$ cat config.mk
export PLATFORM = sky130hd
export DESIGN_NAME = acc_compare
export DESIGN_NICKNAME = d
export VERILOG_FILES = /design/src/rtl/acc_compare_pkg.sv /design/src/rtl/acc_src_align.sv /design/src/rtl/acc_flag_calc.sv /design/src/rtl/acc_compare.sv
export SDC_FILE = /design/constraint.sdc
export NUM_CORES = 1
export LEC_CHECK = 0
export BUFFER_PORTS_ARGS = -buffer_cell sky130_fd_sc_hd__buf_4
export CAP_MARGIN = 0
export CORE_MARGIN = 10
export CORE_UTILIZATION = 55
export DETAILED_ROUTE_END_ITERATION = 7
export PLACE_DENSITY = 0.82
export SETUP_SLACK_MARGIN = 0.3
export SYNTH_ARGS = -nofsm -noshare
export SYNTH_HDL_FRONTEND = slang
export SYNTH_SLANG_ARGS = --single-unit
$ cat constraint.sdc
create_clock -name clk -period 5.6 [get_ports clk]
set_input_delay 0.56 -clock clk [delete_from_list [all_inputs] [get_ports clk]]
set_output_delay 0.56 -clock clk [all_outputs]
set_load 0.02 [all_outputs]
$ cat src/rtl/acc_compare_pkg.sv
package acc_compare_pkg;

  typedef enum logic [1:0] {
    SRC_ACC   = 2'b00,
    SRC_WORD  = 2'b01,
    SRC_UIMM5 = 2'b10,
    SRC_SIMM  = 2'b11
  } src_kind_e;

  typedef struct packed {
    logic l;
    logic e;
    logic u;
    logic n;
    logic z;
    logic v;
    logic c;
  } ccr_t;

endpackage

$ cat src/rtl/acc_src_align.sv
module acc_src_align
  import acc_compare_pkg::*;
#(
  parameter int ACC_W  = 36,
  parameter int WORD_W = 16,
  parameter int FRAC_W = 16,
  parameter int IMM_W  = 5
) (
  input  logic [ACC_W-1:0] src_bus,
  input  src_kind_e        kind,
  output logic [ACC_W-1:0] src_aligned
);
  localparam int EXT_W = ACC_W - WORD_W - FRAC_W;

  logic [WORD_W-1:0] word_val;

  always_comb begin
    if (kind == SRC_UIMM5)
      word_val = {{(WORD_W-IMM_W){1'b0}}, src_bus[IMM_W-1:0]};
    else
      word_val = src_bus[WORD_W-1:0];
  end

  always_comb begin
    if (kind == SRC_ACC)
      src_aligned = src_bus;
    else
      src_aligned = {{EXT_W{word_val[WORD_W-1]}}, word_val, {FRAC_W{1'b0}}};
  end
endmodule

$ cat src/rtl/acc_flag_calc.sv
module acc_flag_calc
  import acc_compare_pkg::*;
#(
  parameter int ACC_W  = 36,
  parameter int WORD_W = 16,
  parameter int FRAC_W = 16
) (
  input  logic [ACC_W-1:0] dst,
  input  logic [ACC_W-1:0] src,
  output logic             f_e,
  output logic             f_u,
  output logic             f_n,
  output logic             f_z,
  output logic             f_v,
  output logic             f_c
);
  localparam int MSB     = ACC_W - 1;
  localparam int INT_LSB = FRAC_W + WORD_W - 1;
  localparam int EXT_CNT = MSB - INT_LSB;

  logic [ACC_W:0]   wide;
  logic [ACC_W-1:0] diff;
  logic [EXT_CNT-1:0] ext_match;

  assign wide = {1'b0, dst} - {1'b0, src};
  assign diff = wide[ACC_W-1:0];

  genvar gi;
  generate
    for (gi = 0; gi < EXT_CNT; gi++) begin : g_ext
      assign ext_match[gi] = (diff[INT_LSB+1+gi] == diff[INT_LSB]);
    end
  endgenerate

  always_comb begin
    f_c = wide[ACC_W];
    f_n = diff[MSB];
    f_z = (diff == '0);
    f_v = (dst[MSB] != src[MSB]) && (diff[MSB] != dst[MSB]);
    f_e = !(&ext_match);
    f_u = (diff[INT_LSB] == diff[INT_LSB-1]);
  end
endmodule

$ cat src/rtl/acc_compare.sv
module acc_compare
  import acc_compare_pkg::*;
#(
  parameter int ACC_W  = 36,
  parameter int WORD_W = 16,
  parameter int FRAC_W = 16,
  parameter int IMM_W  = 5
) (
  input  logic             clk,
  input  logic             rst,
  input  logic             cmp_valid,
  input  logic             flag_clr,
  input  logic [ACC_W-1:0] dst_acc,
  input  logic [ACC_W-1:0] src_bus,
  input  logic [1:0]       src_sel,
  output logic             flag_l,
  output logic             flag_e,
  output logic             flag_u,
  output logic             flag_n,
  output logic             flag_z,
  output logic             flag_v,
  output logic             flag_c
);
  logic [ACC_W-1:0] src_aligned;
  ccr_t             ccr_q;
  ccr_t             ccr_new;
  logic             limit_next;

  acc_src_align #(
    .ACC_W(ACC_W), .WORD_W(WORD_W), .FRAC_W(FRAC_W), .IMM_W(IMM_W)
  ) u_align (
    .src_bus     (src_bus),
    .kind        (src_kind_e'(src_sel)),
    .src_aligned (src_aligned)
  );

  acc_flag_calc #(
    .ACC_W(ACC_W), .WORD_W(WORD_W), .FRAC_W(FRAC_W)
  ) u_calc (
    .dst (dst_acc),
    .src (src_aligned),
    .f_e (ccr_new.e),
    .f_u (ccr_new.u),
    .f_n (ccr_new.n),
    .f_z (ccr_new.z),
    .f_v (ccr_new.v),
    .f_c (ccr_new.c)
  );

  // clear drops the old limit state; an overflow on the same edge still sets it
  assign limit_next = (flag_clr ? 1'b0 : ccr_q.l) | (cmp_valid & ccr_new.v);
  assign ccr_new.l  = limit_next;

  always_ff @(posedge clk) begin
    if (rst) begin
      ccr_q <= '0;
    end else begin
      ccr_q.l <= limit_next;
      if (cmp_valid) begin
        ccr_q.e <= ccr_new.e;
        ccr_q.u <= ccr_new.u;
        ccr_q.n <= ccr_new.n;
        ccr_q.z <= ccr_new.z;
        ccr_q.v <= ccr_new.v;
        ccr_q.c <= ccr_new.c;
      end
    end
  end

  assign flag_l = ccr_q.l;
  assign flag_e = ccr_q.e;
  assign flag_u = ccr_q.u;
  assign flag_n = ccr_q.n;
  assign flag_z = ccr_q.z;
  assign flag_v = ccr_q.v;
  assign flag_c = ccr_q.c;
endmodule

==> results of run 1 <==
[layout make-up]
cell class,instances,area [um^2],share of cell area
multi-input cells,413,2890,0.729
repair buffers,94,721,0.182
flip-flops and latches,7,140,0.0354
well taps,72,90.1,0.0228
inverters,20,75.1,0.0190
clock buffers,4,45.0,0.0114
[worst max-delay path, delay by kind of cell]
kind | cells | cell delay, ps
AO/OA/AOI/OAI | 11 | 2310
adder cells (fa/ha/maj) | 2 | 580
AND/OR/NAND/NOR | 6 | 1130
multiplexers | 1 | 220
buffers and inverters | 2 | 330
[sequential cells by signal (all words and copies together) (netlist names)]
name and cells:
flag_z 1, flag_n 1, flag_e 1, flag_u 1, flag_l 1, flag_v 1, flag_c 1
[power groups by stage]
stage | sequential, mW | clock [mW] | combinational (mW)
finish | 0.0571 | 0.0694 | 0.467
detailed placement | 0.0579 | 0 | 0.437
global route | 0.0577 | 0.0721 | 0.508
floorplan | 0.0630 | 0 | 0.295
global placement | 0.0575 | 0 | 0.436
CTS | 0.0572 | 0.0697 | 0.441
[what timing repair did]
action	CTS	global route
gates resized for setup	2	21
buffers inserted	0	2
endpoints found under the setup margin	1	1
pin swaps	0	3
[metrics by stage]
stage                     instance area (um^2)  total power [mW]
after CTS                                 3870             0.568
after global placement                    3820             0.494
after detailed placement                  3820             0.495
after global routing                      3960             0.638
final                                     3960             0.593
after floorplan                           3150             0.358
[worst paths after layout]
check,start,to,slack [ps]
worst max-delay path,src_sel[1],flag_z$_SDFFE_PP0P_,610
worst max register to register,flag_e$_SDFFE_PP0P_,flag_e$_SDFFE_PP0P_,4940
worst min-delay path,flag_v$_SDFFE_PP0P_,flag_v$_SDFFE_PP0P_,460
worst min register to register,flag_v$_SDFFE_PP0P_,flag_v$_SDFFE_PP0P_,460
[kinds of logic (layout without fill, tap and decap cells)]
logic type / count (synthesis) / in the layout / synth area share
flip-flops: 7 / 7 / 0.0445
AND/OR/NAND/NOR: 176 / 176 / 0.281
adder cells (fa/ha/maj): 40 / 40 / 0.161
multiplexers: 9 / 9 / 0.0290
XOR/XNOR: 12 / 12 / 0.0333
buffers and inverters: 42 / 118 / 0.0615
AO/OA/AOI/OAI: 176 / 176 / 0.389
[routing by layer]
layer	global-route usage	vias up	wire, um
li1	-	1936	-
met1	0.341	1847	5090
met2	0.391	240	5190
met3	0.0498	26	1240
met4	0.0393	0	250
met5	0	-	0
[synthesized netlist by cell type, types with 4 or more instances]
cell type | number | area (um^2)
a211oi_1 | 6 | 45.0
ha_1 | 39 | 488
o2111ai_1 | 6 | 52.6
o211ai_1 | 10 | 75.1
o21a_1 | 9 | 67.6
nor2b_1 | 4 | 25.0
nor3_1 | 11 | 55.1
a2111oi_0 | 8 | 70.1
o21ai_0 | 26 | 130
nor2_1 | 34 | 128
nand2b_1 | 5 | 31.3
nand2_1 | 52 | 195
xnor2_1 | 5 | 43.8
a21oi_1 | 51 | 255
clkbuf_1 | 11 | 41.3
a211o_1 | 5 | 43.8
buf_2 | 5 | 25.0
inv_1 | 20 | 75.1
mux2i_1 | 8 | 80.1
dfxtp_1 | 7 | 140
nand3_1 | 13 | 65.1
nand4_1 | 11 | 68.8
nor3b_1 | 11 | 82.6
and3_1 | 8 | 50.1
xor2_1 | 7 | 61.3
a21o_1 | 11 | 82.6
or3_1 | 13 | 81.3
==> impl_metrics.toml, run 1 <==
[cells_and_area]
area_delta_synth_final_pct = 25.6
fillCellCount = 467
layout_commonest_cell = "buf_4"
fin_util = 0.715
nets = 657
fin_cells = 610
drive_above_1_share = 0.236
diodes = 0
final_cell_mix = "buf_4 (91), nand2_1 (52), a21oi_1 (48)"

[drt]
avgRoutedWirePerCell_um = 19.3
vias_per_cell = 6.64
route.detailed.drc = 0
drt_iter0_drc = 335
firstDrtPassIters = 7
totalWireLength_um = 11800
via_count = 4049
ant_nets = 0

[sta]
finalHoldViolCount = 0
slew_viol_final = 0
max_slew.worst_pin.slew_ps = 837
fmax_mhz = 201
rsz0062_at_grt = "false"
min_period_ps = 4990
setup_viol = 0
max_slew_margin = 0.428
fin_ws_ps = 615
fin_skew_ps = 0
timing.hold.ws_ps = 459
fin_crit_sh = 0.890
setup_tns_ps = 0

[die]
coreArea_mm2 = 0.00554
dieArea_mm2 = 0.00916
ios = 85
start_util = 0.569
dieWidth_um = 95.7
die_h_um = 95.7
rows = 27

[power]
clkPwrFrac = 0.117
leakagePower_nw = 1.69
combPwrFrac = 0.787
p_per_area_mw_per_mm2 = 150
seq_power_share = 0.096
ir_drop_mv = 0.137
swShare = 0.491
switching_power_uw = 291
internal_power_uw = 302

[setup_path]
rr_worst_depth = 3
critPathCaptureType = "flip-flop"
worstSetupPathType = "in2reg"
max_stage_delay_ps = 360
arrival_ps = 5130
startpoint_type = "primary input"
worstPathRequired_ps = 5750
path_cells = "buf_4 > nor2_4 > buf_6 > mux2i_1 > ha_2 > a21o_1 > o21bai_4 > a221oi_2 > o311ai_1 > or2_1 > a211o_1 > o211ai_1 > ha_1 > nand3_1 > a221oi_2 > o211ai_1 > nor4b_2 > o2111ai_1 > a2111oi_2 > nand4_1 > nand4b_1 > o21ai_1"
crit_fanout = 11
worst_path_max_delay_cell = "ha_2"

[synthesis]
yosysSeqAreaShare = 0.0445
syn_area_mm2 = 0.00315
ys_ff_latch = 7
netlist-cell-type-count = 72
ys.flop_type = "dfxtp_1"
synth_nets = 580
synth_edf_count = 0
synthCells = 462
yosysWarnings = 0
syn_area_per_cell_um2 = 6.82
async_flop_share = 0

[status]
outcome = "finished clean"

[placement]
dp_slack_ps = 19.9
placedCellCount = 604
finalWeightedCongestion = 0.990
portBuffers = 84
dp_hpwl_um = 9980

[min_path]
holdPathStages = 2
hold_class = "reg2reg"

[clock_tree]
clock_latency_ps = 220
postCtsHoldBufs = 0
clock-sinks = 7
cts_max_path_buffers = 2
clk_pin_slew_worst_paths_ps = 40
clock-root-buffer = "clkbuf_8"
cts_max_level = 1
cts_tree = "done"
cts_buffers = 3

[grt]
grt-ovfl-total = 0
grt_first_pass_wirelength_um = 18700
first_global_vias = 3739
antenna_found_initial = 0
grt_max_degree = 23
grt_usage = 0.247

[flow_run]
drv_cap = 0
Note: power is estimated with default switching activity, not from simulation.
==> inputs of run 2 (changes only) <==
ABC_CLOCK_PERIOD_IN_PS = 5590   (was not set)
clock period = 5.59 ns   (was 5.6 ns; I/O delays follow)
==> impl_metrics.toml, run 2 (same netlist as run 1, synthesis figures left out) <==
[power]
p_per_area_mw_per_mm2 = 153
ir_drop_mv = 0.146
leakagePower_nw = 1.69

[setup_path]
arrival_ps = 5150
ff2ff_setup_slack_ps = 4900
worst_path_max_delay_cell = "a2111o_1"
r2r_end = "flag_e$_SDFFE_PP0P_"
path_cells = "buf_6 > nor2_4 > buf_6 > nand2_1 > ha_2 > o211a_1 > o21ai_4 > a2111o_1 > a31o_4 > o21ai_2 > a21oi_1 > o21ai_1 > a31oi_1 > xor2_1 > ha_2 > nand3_1 > a221oi_2 > o211ai_1 > nor4b_2 > o2111ai_1 > a2111oi_2 > nand4_1 > nand4b_1 > o21ai_1"
rr_worst_depth = 3
worstSetupPathType = "in2reg"
crit_fanout = 16
max_stage_delay_ps = 490
r2r-start = "flag_e$_SDFFE_PP0P_"
critPathCaptureType = "flip-flop"
startpoint_type = "primary input"
worstPathRequired_ps = 5760
cp-startpoint = "src_sel[1]"

[cells_and_area]
fin_cells = 612
final_cell_mix = "buf_4 (92), nand2_1 (52), a21oi_1 (48)"
layout_commonest_cell = "buf_4"
diodes = 0
area_delta_synth_final_pct = 26.6
drive_above_1_share = 0.244
nets = 659

[sta]
slew_viol_final = 0
finalHoldViolCount = 0
setup_viol = 0
setup_tns_ps = 0
min_period_ps = 4990
fin_ws_ps = 603
fmax_mhz = 201
rsz0062_at_grt = "false"
timing.hold.ws_ps = 454
max_slew_margin = 0.510
fin_skew_ps = 0
max_slew.worst_pin.slew_ps = 716
fin_crit_sh = 0.892

[min_path]
hp-start = "flag_z$_SDFFE_PP0P_"
holdPathStages = 2
min_delay_worst_endpoint = "flag_z$_SDFFE_PP0P_"
hold_class = "reg2reg"

[grt]
grt-ovfl-total = 0
grt_max_degree = 23
grt_first_pass_wirelength_um = 19000
antenna_found_initial = 0
grt_usage = 0.252
first_global_vias = 3790

[clock_tree]
clk_pin_slew_worst_paths_ps = 40
clock-root-buffer = "clkbuf_8"
cts_max_level = 1
cts_tree = "done"
clock-sinks = 7
cts_max_path_buffers = 2
cts_buffers = 3
clock_latency_ps = 230

[die]
rows = 27
dieWidth_um = 95.7
dieArea_mm2 = 0.00916
die_h_um = 95.7
coreArea_mm2 = 0.00554
ios = 85
start_util = 0.569

[drt]
firstDrtPassIters = 5
vias_per_cell = 6.75
drt_iter0_drc = 456
route.detailed.drc = 0
ant_nets = 0
totalWireLength_um = 12300
avgRoutedWirePerCell_um = 20.0
via_count = 4132

[status]
outcome = "finished clean"

[placement]
finalWeightedCongestion = 0.983
portBuffers = 84
dp_slack_ps = -72.8
placedCellCount = 604
dp_hpwl_um = 10200

[flow_run]
drv_cap = 0
[run 2: cell count changes in the layout (fill, tap and decap cells not counted)]
cell and delta:
o21ai_4 +1, o21ai_2 -1, nor3_2 -1, ha_1 -4, buf_4 +1, buf_6 +1
nor3_1 +1, ha_2 +4
[run 2: power breakdown]
| group | switching (mW) | total, mW | internal [mW] |
|---|---|---|---|
| Combinational | 0.276 | 0.481 | 0.205 |
| Clock | 0.0243 | 0.0738 | 0.0495 |
| Sequential | 0.00265 | 0.0574 | 0.0547 |
| Total | 0.303 | 0.612 | 0.309 |
[run 2: critical path: cells and delay by family]
| family | cells | cell delay, ps |
|---|---|---|
| xor gates and xnor gates | 1 | 190 |
| AOI/OAI and AO/OA | 13 | 2570 |
| and+or+nand+nor | 6 | 900 |
| adders and majority gates | 2 | 600 |
| buffers and inverters | 2 | 320 |
[run 2: metrics by stage]
stage	power, mW	utilization	cell area [um^2]
floorplan	0.359	-	3150
global placement	0.495	0.689	3820
detailed placement	0.501	0.689	3820
CTS	0.577	0.699	3870
global route	0.652	0.720	3990
finish	0.612	0.720	3990
[run 2: cell type report]
cell class                 count  area, um^2
inverter                      20        75.1
sequential                     7         140
multi-input combinational    413        2900
fill                         473        1550
clock buffer                   4        45.0
tap                           72        90.1
timing repair buffer          96         739
[run 2: per-layer routing]
metal | routed length, um | track usage | share of wire
met2 | 5410 | 0.402 | 0.44
met4 | 405 | 0.0565 | 0.033
met1 | 5110 | 0.341 | 0.42
met5 | 0 | 0 | 0
met3 | 1330 | 0.0521 | 0.11
[run 2: timing repair]
action,CTS,global route
resized for setup,4,24
hold buffers,0,0
setup buffers,0,4
pin swaps,0,7
setup endpoints to repair,1,1
[run 2: how the worst max path moves through the flow]
stage,to,slack (ps)
2_1_floorplan,flag_z$_SDFFE_PP0P_,490
3_3_place_gp,flag_z$_SDFFE_PP0P_,220
3_5_place_dp,flag_z$_SDFFE_PP0P_,-70
4_1_cts,flag_z$_SDFFE_PP0P_,300
5_1_grt,flag_z$_SDFFE_PP0P_,280
6_report,flag_z$_SDFFE_PP0P_,600
